File: src/rtl/scan_clk_pkg.sv
package scan_clk_pkg;

    typedef enum logic [2:0] {
        PH_IDLE,
        PH_SHIFT,
        PH_GAP,
        PH_CAP1,
        PH_CAP2,
        PH_DONE
    } phase_e;

    typedef struct packed {
        logic en;
        logic se;
    } dom_drive_t;

    // Drive for one domain while chains are loading.
    function automatic dom_drive_t shift_drive(logic lead, logic at_first, logic at_last);
        dom_drive_t d;
        if (lead) begin
            d.en = !at_last;
            d.se = !at_last;
        end else begin
            d.en = !at_first;
            d.se = 1'b1;
        end
        return d;
    endfunction

endpackage

File: src/rtl/scan_seq_fsm.sv
module scan_seq_fsm
    import scan_clk_pkg::*;
#(
    parameter int LEN_W = 10,
    parameter int NDOM  = 2
) (
    input  logic             clk,
    input  logic             rst,
    input  logic             start,
    input  logic [LEN_W-1:0] shift_len,
    input  logic [NDOM-1:0]  cap_twice,
    input  logic [NDOM-1:0]  lead_dom,
    output phase_e           phase,
    output logic [LEN_W-1:0] cnt,
    output logic [LEN_W-1:0] len_q,
    output logic [NDOM-1:0]  cap2_q,
    output logic [NDOM-1:0]  lead_q
);

    always_ff @(posedge clk) begin
        if (rst) begin
            phase  <= PH_IDLE;
            cnt    <= '0;
            len_q  <= '0;
            cap2_q <= '0;
            lead_q <= '0;
        end else begin
            unique case (phase)
                PH_IDLE: begin
                    if (start && shift_len != '0) begin
                        len_q  <= shift_len;
                        cap2_q <= cap_twice;
                        lead_q <= lead_dom;
                        cnt    <= '0;
                        phase  <= PH_SHIFT;
                    end
                end
                PH_SHIFT: begin
                    if (cnt == len_q) phase <= PH_GAP;
                    else              cnt   <= cnt + 1'b1;
                end
                PH_GAP:  phase <= PH_CAP1;
                PH_CAP1: phase <= (|cap2_q) ? PH_CAP2 : PH_DONE;
                PH_CAP2: phase <= PH_DONE;
                PH_DONE: phase <= PH_IDLE;
                default: phase <= PH_IDLE;
            endcase
        end
    end

    // shift counter never runs past the latched length
    a_r3_cnt_bound: assert property (@(posedge clk) disable iff (rst)
        (phase == PH_SHIFT) |-> (cnt <= len_q));

    // latched configuration holds while a sequence runs
    a_r9_cfg_held: assert property (@(posedge clk) disable iff (rst)
        (phase != PH_IDLE && $past(phase) != PH_IDLE) |->
            ($stable(len_q) && $stable(cap2_q) && $stable(lead_q)));

endmodule

File: src/rtl/scan_dom_gate.sv
module scan_dom_gate
    import scan_clk_pkg::*;
#(
    parameter int LEN_W = 10
) (
    input  logic             clk,
    input  logic             rst,
    input  phase_e           phase,
    input  logic [LEN_W-1:0] cnt,
    input  logic [LEN_W-1:0] len_q,
    input  logic             lead,
    input  logic             cap2,
    output logic             clk_en,
    output logic             se
);

    dom_drive_t drv;

    always_comb begin
        drv = '{en: 1'b0, se: 1'b1};
        unique case (phase)
            PH_SHIFT: drv = shift_drive(lead, cnt == '0, cnt == len_q);
            PH_GAP:   drv = '{en: 1'b0, se: 1'b0};
            PH_CAP1:  drv = '{en: 1'b1, se: 1'b0};
            PH_CAP2:  drv = '{en: cap2, se: 1'b0};
            default:  drv = '{en: 1'b0, se: 1'b1};
        endcase
    end

    assign clk_en = drv.en;
    assign se     = drv.se;

    // a capture pulse is always preceded by a cycle with scan enable low
    a_r5_se_low_before_capture: assert property (@(posedge clk) disable iff (rst)
        (clk_en && !se) |-> !$past(se));

endmodule

File: src/rtl/scan_clk_ctrl.sv
module scan_clk_ctrl
    import scan_clk_pkg::*;
#(
    parameter int LEN_W = 10,
    parameter int NDOM  = 2
) (
    input  logic             clk,
    input  logic             rst,
    input  logic             start,
    input  logic [LEN_W-1:0] shift_len,
    input  logic [NDOM-1:0]  cap_twice,
    input  logic [NDOM-1:0]  lead_dom,
    output logic [NDOM-1:0]  dom_clk_en,
    output logic [NDOM-1:0]  dom_se,
    output logic             done
);

    phase_e           phase;
    logic [LEN_W-1:0] cnt;
    logic [LEN_W-1:0] len_q;
    logic [NDOM-1:0]  cap2_q;
    logic [NDOM-1:0]  lead_q;

    scan_seq_fsm #(.LEN_W(LEN_W), .NDOM(NDOM)) u_seq (
        .clk       (clk),
        .rst       (rst),
        .start     (start),
        .shift_len (shift_len),
        .cap_twice (cap_twice),
        .lead_dom  (lead_dom),
        .phase     (phase),
        .cnt       (cnt),
        .len_q     (len_q),
        .cap2_q    (cap2_q),
        .lead_q    (lead_q)
    );

    for (genvar d = 0; d < NDOM; d++) begin : g_dom
        scan_dom_gate #(.LEN_W(LEN_W)) u_gate (
            .clk    (clk),
            .rst    (rst),
            .phase  (phase),
            .cnt    (cnt),
            .len_q  (len_q),
            .lead   (lead_q[d]),
            .cap2   (cap2_q[d]),
            .clk_en (dom_clk_en[d]),
            .se     (dom_se[d])
        );
    end

    assign done = (phase == PH_DONE);

    // idle means quiet clocks and loaded scan enables
    a_r2_idle_quiet: assert property (@(posedge clk) disable iff (rst)
        (phase == PH_IDLE) |-> (dom_clk_en == '0 && (&dom_se)));

    // first capture is common to all domains
    a_r6_capture_aligned: assert property (@(posedge clk) disable iff (rst)
        (phase == PH_CAP1) |-> ((&dom_clk_en) && dom_se == '0));

    // done lasts a single cycle
    a_r8_done_single: assert property (@(posedge clk) disable iff (rst)
        done |=> !done);

    // scan enables are back high with done
    a_r8_se_restored: assert property (@(posedge clk) disable iff (rst)
        done |-> ((&dom_se) && dom_clk_en == '0));

endmodule

File: config.mk
export PLATFORM = sky130hd
export DESIGN_NAME = scan_clk_ctrl
export DESIGN_NICKNAME = d
export VERILOG_FILES = /design/src/rtl/scan_clk_pkg.sv /design/src/rtl/scan_seq_fsm.sv /design/src/rtl/scan_dom_gate.sv /design/src/rtl/scan_clk_ctrl.sv
export SDC_FILE = /design/constraint.sdc
export NUM_CORES = 1
export LEC_CHECK = 0
export CORE_AREA = 4 4 64 66
export DETAILED_ROUTE_END_ITERATION = 8
export DIE_AREA = 0 0 68 70
export PLACE_DENSITY_LB_ADDON = 0.2
export RECOVER_POWER = 50
export SYNTH_ARGS = -nofsm -noshare
export SYNTH_HDL_FRONTEND = slang
export SYNTH_SLANG_ARGS = --single-unit
File: constraint.sdc
create_clock -name clk -period 2.4 [get_ports clk]
set_clock_uncertainty 0.05 [all_clocks]
set_input_delay 0.24 -clock clk [delete_from_list [all_inputs] [get_ports clk]]
set_output_delay 0.24 -clock clk [all_outputs]
set_load 0.05 [all_outputs]
==> impl_results.md, run 1 <==
* Outcome: complete, no violations
* Max_slew headroom at slightly above 50%
* Io pins at 22
* Cell types occupying the most area after synthesis: sky130_fd_sc_hd__dfxtp_1 35%, sky130_fd_sc_hd__mux2i_1 9.2%, sky130_fd_sc_hd__nor2_1 4.7%, sky130_fd_sc_hd__a22o_1 4.6%, sky130_fd_sc_hd__xnor2_1 4.6%
* Top FF cell, synth: sky130_fd_sc_hd__dfxtp_1
* Antenna violations before repair at 0
* Number of global-route vias before repair at between 1k and 1.5k
* Type of the worst setup path: flip-flop to primary output
* Final cell count without fillers at 241
* Setup violation total in the final timing report at 0
* Signed area change from the synthesized netlist to the final layout at 16.37%
* Share of power burned in the clock network at 19.0%
* Clock root buffer master: sky130_fd_sc_hd__clkbuf_4
* Power share of the sequential group at about half
* Share of synthesized registers carrying an async set or reset at 0%
* Hold_buf cts at 0
* Worst flop-to-flop path endpoint: u_seq.len_q[5]
* Largest area contributor in the synthesized netlist: sky130_fd_sc_hd__dfxtp_1
* Critical Path, Cell by Cell: xnor2_1, nand4_1, nor4_4, a21oi_1, a311o_1, buf_4
* Initial Util at a little over two fifths
* Global route overflow at 0
* # DRC at 0
* Share of layout cells above drive strength 1 at approximately 13%
* Delay of the slowest cell on the worst path at roughly 490 ps
* Launch instance of the worst register-to-register path: u_seq.phase[2]
* Critical Path AT at between 2000 and 2500 ps
* Number of buffers added by the clock tree synthesis step at 3
* Sequential fraction of the synthesis area at approximately 35%
* Static leakage at around 0.69 nW
* Share of the cycle needed by the critical path after routing at 95.97%
* Final Max Tran Viols at 0
* Global-route wire length before repair at approximately 5800 microns
* Synth Area per Inst at between 8 and 9 sq um
* Final Routed Wirelength at 3425 microns
* Worst-case vdd ir drop at 0.2483 mV
* Synthesized instance count at between 150 and 200
* Final design area excluding fillers at 1779 sq um
* Mean routed wirelength per cell at roughly 14 microns
* Global placement routability congestion at around 0.92
* Min-Delay Startpoint: cap_twice[1]
* Count of flip-flops with a built-in enable after synthesis at 0
* Count of unique library cells instantiated by Yosys at 42
* RSZ-0062 raised after global routing: yes
* Logic pwr share at 31.6%
* Portion of synthesized cell area occupied by the leading cell type at 35.35%
* Sink count of the clock tree at 27
* R2r setup slk at between 100 and 150 ps
* Depth of the worst hold-timing path at 3
* Slew of the pin with the lowest slew margin at between 700 and 800 ps
* Die extent in x at between 60 and 70 microns
* Count of nets left with antenna violations after detail routing at 0
* ANT cells at 0
* Site row count at 22
* Endpoint kind of the worst setup timing path: primary output
* Register bit total from synthesis at 27
* Net Count, Synth at between 150 and 200
* Violation count after the first detailed-routing iteration at 93
* Height of the die at about 70 microns
* First-pass DRT Iterations at 4
* Final Power at about 1.0 mW
* Worst Hold Class: input pin to flip-flop
* Required time at the endpoint of the critical path at around 2100 ps
* Area of the placeable core at 3578 sq um
* Switching part of the total power at 33.83%
* Cell-internal power at roughly 690 uW
* Critical path launch point: u_seq.cnt[6]
* Vias per inst at about 5.4
* Max-cap check violation count at 0
* Net switching component of the power at between 300 and 400 uW
* Maximum fanout along the worst path at 7
* Min-Delay Endpoint: u_seq.cap2_q[1]
* CTS tree: built
* Post-Place Setup Slack at 169.3 ps
* Min Clock Period, post-route at between 2000 and 2500 ps
* All-Layer GR Usage at between 10% and 20%
* Cell at the slowest stage of the critical path: sky130_fd_sc_hd__dfxtp_1
* Placement Cell Area at approximately 1800 sq um
* Synth Cell Area at between 1500 and 2000 sq um
* HPWL Detailed at approximately 2600 microns
* Clock-pin slew reported for the worst setup and hold paths after clock tree synthesis at ~150 ps
* Maximum clock frequency at around 430 MHz
* Startpoint type of the worst setup path: flip-flop
* Power density over cell area at 586.7 nW/um^2
* Yosys synthesis warning count at 0
* H-tree depth at 1
* Crit path setup slack, layout at roughly 97 ps
* Via count at 1309
* Longest Clk Path Bufs at 2
* Count of nets after finishing at 213
* Number of buffers added on ports at 21
* Worst reg2reg path depth at 5
* Hold slack at roughly 490 ps
* Post-CTS setup buffer count at 0
* Maximum number of pins on one net before global-route repair at 16
* Clock latency at the later pin of the worst-skew pair at between 300 and 400 ps
* Final Hold Vio Count at 0
* Area of the die at around 4800 sq um
* Inst Count DP at roughly 240
how the worst max path moves through the flow:
stage               cells past startpoint       endpoint  slack [ps]
finish                                  6  dom_clk_en[0]         100
global route                            6  dom_clk_en[0]         -40
CTS                                     6  dom_clk_en[0]          50
floorplan                               7  dom_clk_en[0]         470
detailed placement                      6   u_seq.cnt[8]         170
global placement                        6   u_seq.cnt[7]         190
flip-flops by register name, indices dropped and copies added, names as in the netlist:
register / cells
u_seq.cnt: 10
u_seq.lead_q: 2
u_seq.cap2_q: 2
u_seq.len_q: 10
u_seq.phase: 3
timing repair:
| item | 4_1_cts | 5_1_grt |
|---|---|---|
| resized for setup | 1 | 3 |
| endpoints found under the setup margin | 1 | 3 |
| endpoints found under the hold margin | 0 | 0 |
| pin swaps | 0 | 0 |
layout by cell type, fill, tap and decap left out, types with 2 or more instances in the layout:
cell type / instances
sky130_fd_sc_hd__dfxtp_1: 24
sky130_fd_sc_hd__nor2_1: 19
sky130_fd_sc_hd__clkdlybuf4s50_1: 16
sky130_fd_sc_hd__mux2i_1: 14
sky130_fd_sc_hd__o21ai_0: 13
sky130_fd_sc_hd__buf_4: 12
sky130_fd_sc_hd__nand2_1: 11
sky130_fd_sc_hd__xnor2_1: 8
sky130_fd_sc_hd__a22o_1: 8
sky130_fd_sc_hd__nand2b_1: 5
sky130_fd_sc_hd__inv_1: 4
sky130_fd_sc_hd__a31oi_1: 4
sky130_fd_sc_hd__and3_1: 3
sky130_fd_sc_hd__nand4_1: 3
sky130_fd_sc_hd__nor4_1: 3
sky130_fd_sc_hd__and2_1: 3
sky130_fd_sc_hd__a21oi_1: 3
sky130_fd_sc_hd__nand3_1: 3
sky130_fd_sc_hd__or2_2: 3
sky130_fd_sc_hd__or3_1: 3
sky130_fd_sc_hd__clkbuf_4: 3
sky130_fd_sc_hd__dfxtp_2: 3
sky130_fd_sc_hd__xor2_1: 2
sky130_fd_sc_hd__a311o_1: 2
sky130_fd_sc_hd__nor3b_1: 2
sky130_fd_sc_hd__ha_1: 2
power by group through the flow:
stage               combinational, mW  clock, mW  sequential, mW
floorplan                       0.267          0           0.513
global placement                0.329          0           0.524
detailed placement              0.336          0           0.524
CTS                             0.337      0.207           0.515
global route                    0.361      0.224           0.522
finish                          0.329      0.199           0.516
per-stage QoR:
stage	utilization [%]	setup TNS (ps)
floorplan	-	0
global placement	49.23	0
detailed placement	49.23	0
CTS	50.00	0
global route	49.72	-47.63
finish	49.72	0
per-layer routing:
layer	track usage [%]	part of all wire (%)	vias up	wire length, microns
li1	-	-	653	-
met1	20.57	47	618	1598
met2	24.63	47	34	1625
met3	2.412	4.6	4	159
met4	4.415	1.2	0	40
met5	0	0	-	0
critical path, delay by kind of cell (launching register included):
family | cells | cell delay, ps
AO/OA/AOI/OAI | 2 | 440
XOR/XNOR | 1 | 160
buffers and inverters | 1 | 190
flip-flops | 1 | 490
AND/OR/NAND/NOR | 2 | 390
cells in the mapped netlist (all sizes together) (2+ instances only):
master	number
dfxtp	27
nor2	20
mux2i	14
o21ai	13
nand2	11
a22o	8
buf	8
xnor2	8
clkbuf	6
nand2b	5
a31oi	4
inv	4
nor4	4
a21oi	3
and2	3
and3	3
nand3	3
nand4	3
or2	3
or3	3
a311o	2
ha	2
nor3b	2
xor2	2
cell families after synthesis:
group / share of synthesized area, %
compound gates: 17.43
xor+xnor: 5.729
fa+ha+maj: 1.636
buf+inv: 6.710
flops: 35.35
mux: 9.901
simple gates: 23.24
final cells by class:
cell class              count  area [sq um]
inverters                   4         15.01
multi-input cells         129         870.8
well taps                  48         60.06
flip-flops and latches     27         544.3
repair buffers             29         262.8
fillers                   371          1799
clock buffers               4         26.28
Power figures use the tool's default switching activity.
==> run 2, diff against run 1 <==
Settings changed: CORE_AREA 4 4 64 66 to 2 2 62 64, DIE_AREA 0 0 68 70 to 0 0 64 66.
==> impl_results.md, run 2 (same netlist as run 1, synthesis figures left out) <==
* Final Power at around 1.1 mW
* Endpoint kind of the worst setup timing path: primary output
* Area of the die at approximately 4200 sq um
* Sink count of the clock tree at 27
* Depth of the worst hold-timing path at 3
* Number of buffers added by the clock tree synthesis step at 3
* Highest routed metal layer: met4
* Io pins at 22
* Largest delay contributor family on the critical path: flip-flops
* Min Clock Period, post-route at between 2000 and 2500 ps
* Clock latency at the later pin of the worst-skew pair at around 340 ps
* Vias per inst at approximately 5.4
* Most used cells in the layout excluding fill and tap cells: 20 x sky130_fd_sc_hd__dfxtp_1, 19 x sky130_fd_sc_hd__nor2_1, 16 x sky130_fd_sc_hd__clkdlybuf4s50_1
* Antenna violations before repair at 0
* Via count at 1294
* First-pass DRT Iterations at 4
* Count of nets after finishing at 211
* Net switching component of the power at about 360 uW
* WP depth at 6
* Count of nets left with antenna violations after detail routing at 0
* Critical Path, Cell by Cell: xnor2_1, nand4_1, nor4_4, a21oi_1, a311o_1, buf_4
* Clock root buffer master: sky130_fd_sc_hd__clkbuf_4
* Maximum clock frequency at 435.9 MHz
* Logic pwr share at between 30% and 40%
* Global-route wire length before repair at 5471 microns
* Longest Clk Path Bufs at 2
* Switching part of the total power at between 30% and 40%
* Hold_buf cts at 0
* Delay of the slowest cell on the worst path at 480 ps
* Max-cap check violation count at 0
* DRT met1 WL at 1487 microns
* Static leakage at roughly 0.7 nW
* Required time at the endpoint of the critical path at approximately 2100 ps
* Length of routed met2 wiring at roughly 1500 microns
* Power density over cell area at 588.5 nW/um^2
* HPWL Detailed at 2420 microns
* Site row count at 22
* All-Layer GR Usage at roughly 16%
* # DRC at 0
* Worst-case vdd ir drop at ~0.28 mV
* Final Hold Vio Count at 0
* Maximum fanout along the worst path at 6
* Power share of the sequential group at 49.1%
* Height of the die at about 66 microns
* Global placement routability congestion at between 0.8 and 0.9
* RSZ-0062 raised after global routing: yes
* Final Max Tran Viols at 0
* Initial Util at between 40% and 50%
* Mean routed wirelength per cell at roughly 13 microns
* Cell-internal power at slightly below 700 uW
* Cell at the slowest stage of the critical path: sky130_fd_sc_hd__dfxtp_1
* Commonest non-fill, non-tap cell in the layout: sky130_fd_sc_hd__dfxtp_1
* ANT cells at 0
* Maximum number of pins on one net before global-route repair at 16
* Slew of the pin with the lowest slew margin at roughly 500 ps
* Setup violation total in the final timing report at 0
* Post-Place Setup Slack at 272.3 ps
* Signed area change from the synthesized netlist to the final layout at 16.78%
* Inst Count DP at 235
* Number of buffers added on ports at 21
* Met3 wire len at approximately 100 microns
* Type of the worst setup path: flip-flop to primary output
* Share of power burned in the clock network at 19.5%
* Global route overflow at 0
* Outcome: complete, no violations
* Area of the placeable core at 3551 sq um
* Final Routed Wirelength at 3159 microns
* Die extent in x at approximately 64 microns
* Number of global-route vias before repair at 1208
* Clock-pin slew reported for the worst setup and hold paths after clock tree synthesis at ~160 ps
* CTS tree: built
* Share of the cycle needed by the critical path after routing at 95.60%
* Share of layout cells above drive strength 1 at between 10% and 20%
* Critical Path AT at ~2000 ps
* Max_slew headroom at 66.59%
* Startpoint type of the worst setup path: flip-flop
* Final cell count without fillers at about 240
* Number of buffer and inverter instances along the worst setup path at 1
* H-tree depth at 1
* Top Registers: u_seq.cnt (10), u_seq.len_q (10), u_seq.phase (3)
* Crit path setup slack, layout at approximately 110 ps
* Worst reg2reg path depth at 6
* Worst Hold Class: input pin to flip-flop
* Violation count after the first detailed-routing iteration at 52
## run 2: changes by cell type in the layout (fill, tap and decap cells not counted), sizes merged
cell	previous run	this run
buf	12	10
clkbuf	4	3
clkinv	0	1
## run 2: power groups by stage
| stage | logic, mW | registers [mW] | clock network [mW] |
|---|---|---|---|
| floorplan | 0.267 | 0.513 | 0 |
| global placement | 0.325 | 0.523 | 0 |
| global route | 0.361 | 0.521 | 0.232 |
| CTS | 0.332 | 0.515 | 0.206 |
| finish | 0.330 | 0.516 | 0.205 |
| detailed placement | 0.332 | 0.525 | 0 |
## run 2: layer usage
layer  track usage [%]  up-vias
met5                 0        -
li1                  -      649
met3             2.555        5
met1             20.73      615
met4             5.978        0
met2             27.86       25
## run 2: final cells by class
type | count | area, sq um
clock inverter | 1 | 5.005
sequential | 27 | 549.3
timing repair buffer | 27 | 247.7
fill | 331 | 1765
inverter | 4 | 15.01
tap | 48 | 60.06
clock buffer | 3 | 22.52
multi-input combinational | 129 | 885.9
## run 2: worst min-delay path, cell delays in order
cell and delay, ps:
sky130_fd_sc_hd__clkdlybuf4s50_1 400, sky130_fd_sc_hd__mux2i_1 130, sky130_fd_sc_hd__nor2_1 50
## run 2: metrics by stage
step	TNS (ps)	area (sq um)	utilization (%)	hold slack, ps
after floorplan	0	1529	-	337.2
after global placement	0	1747	49.19	448.1
after detailed placement	0	1747	49.19	460.6
after CTS	0	1774	49.96	472.2
after global routing	-18.61	1785	50.28	457.1
final	0	1785	50.28	465.6
## run 2: path summary, 6_finish.rpt
path / slack [ps] / startpoint / to
min: 470 / cap_twice[1] / u_seq.cap2_q[1]
min reg2reg: 500 / u_seq.len_q[9] / u_seq.len_q[9]
max: 110 / u_seq.cnt[8] / dom_clk_en[0]
max reg2reg: 460 / u_seq.cnt[8] / u_seq.cnt[2]
## run 2: timing repair
| action | in CTS | in global routing |
|---|---|---|
| setup endpoints to repair | 0 | 4 |
| buffers inserted | 0 | 0 |
| resized for setup | 0 | 8 |
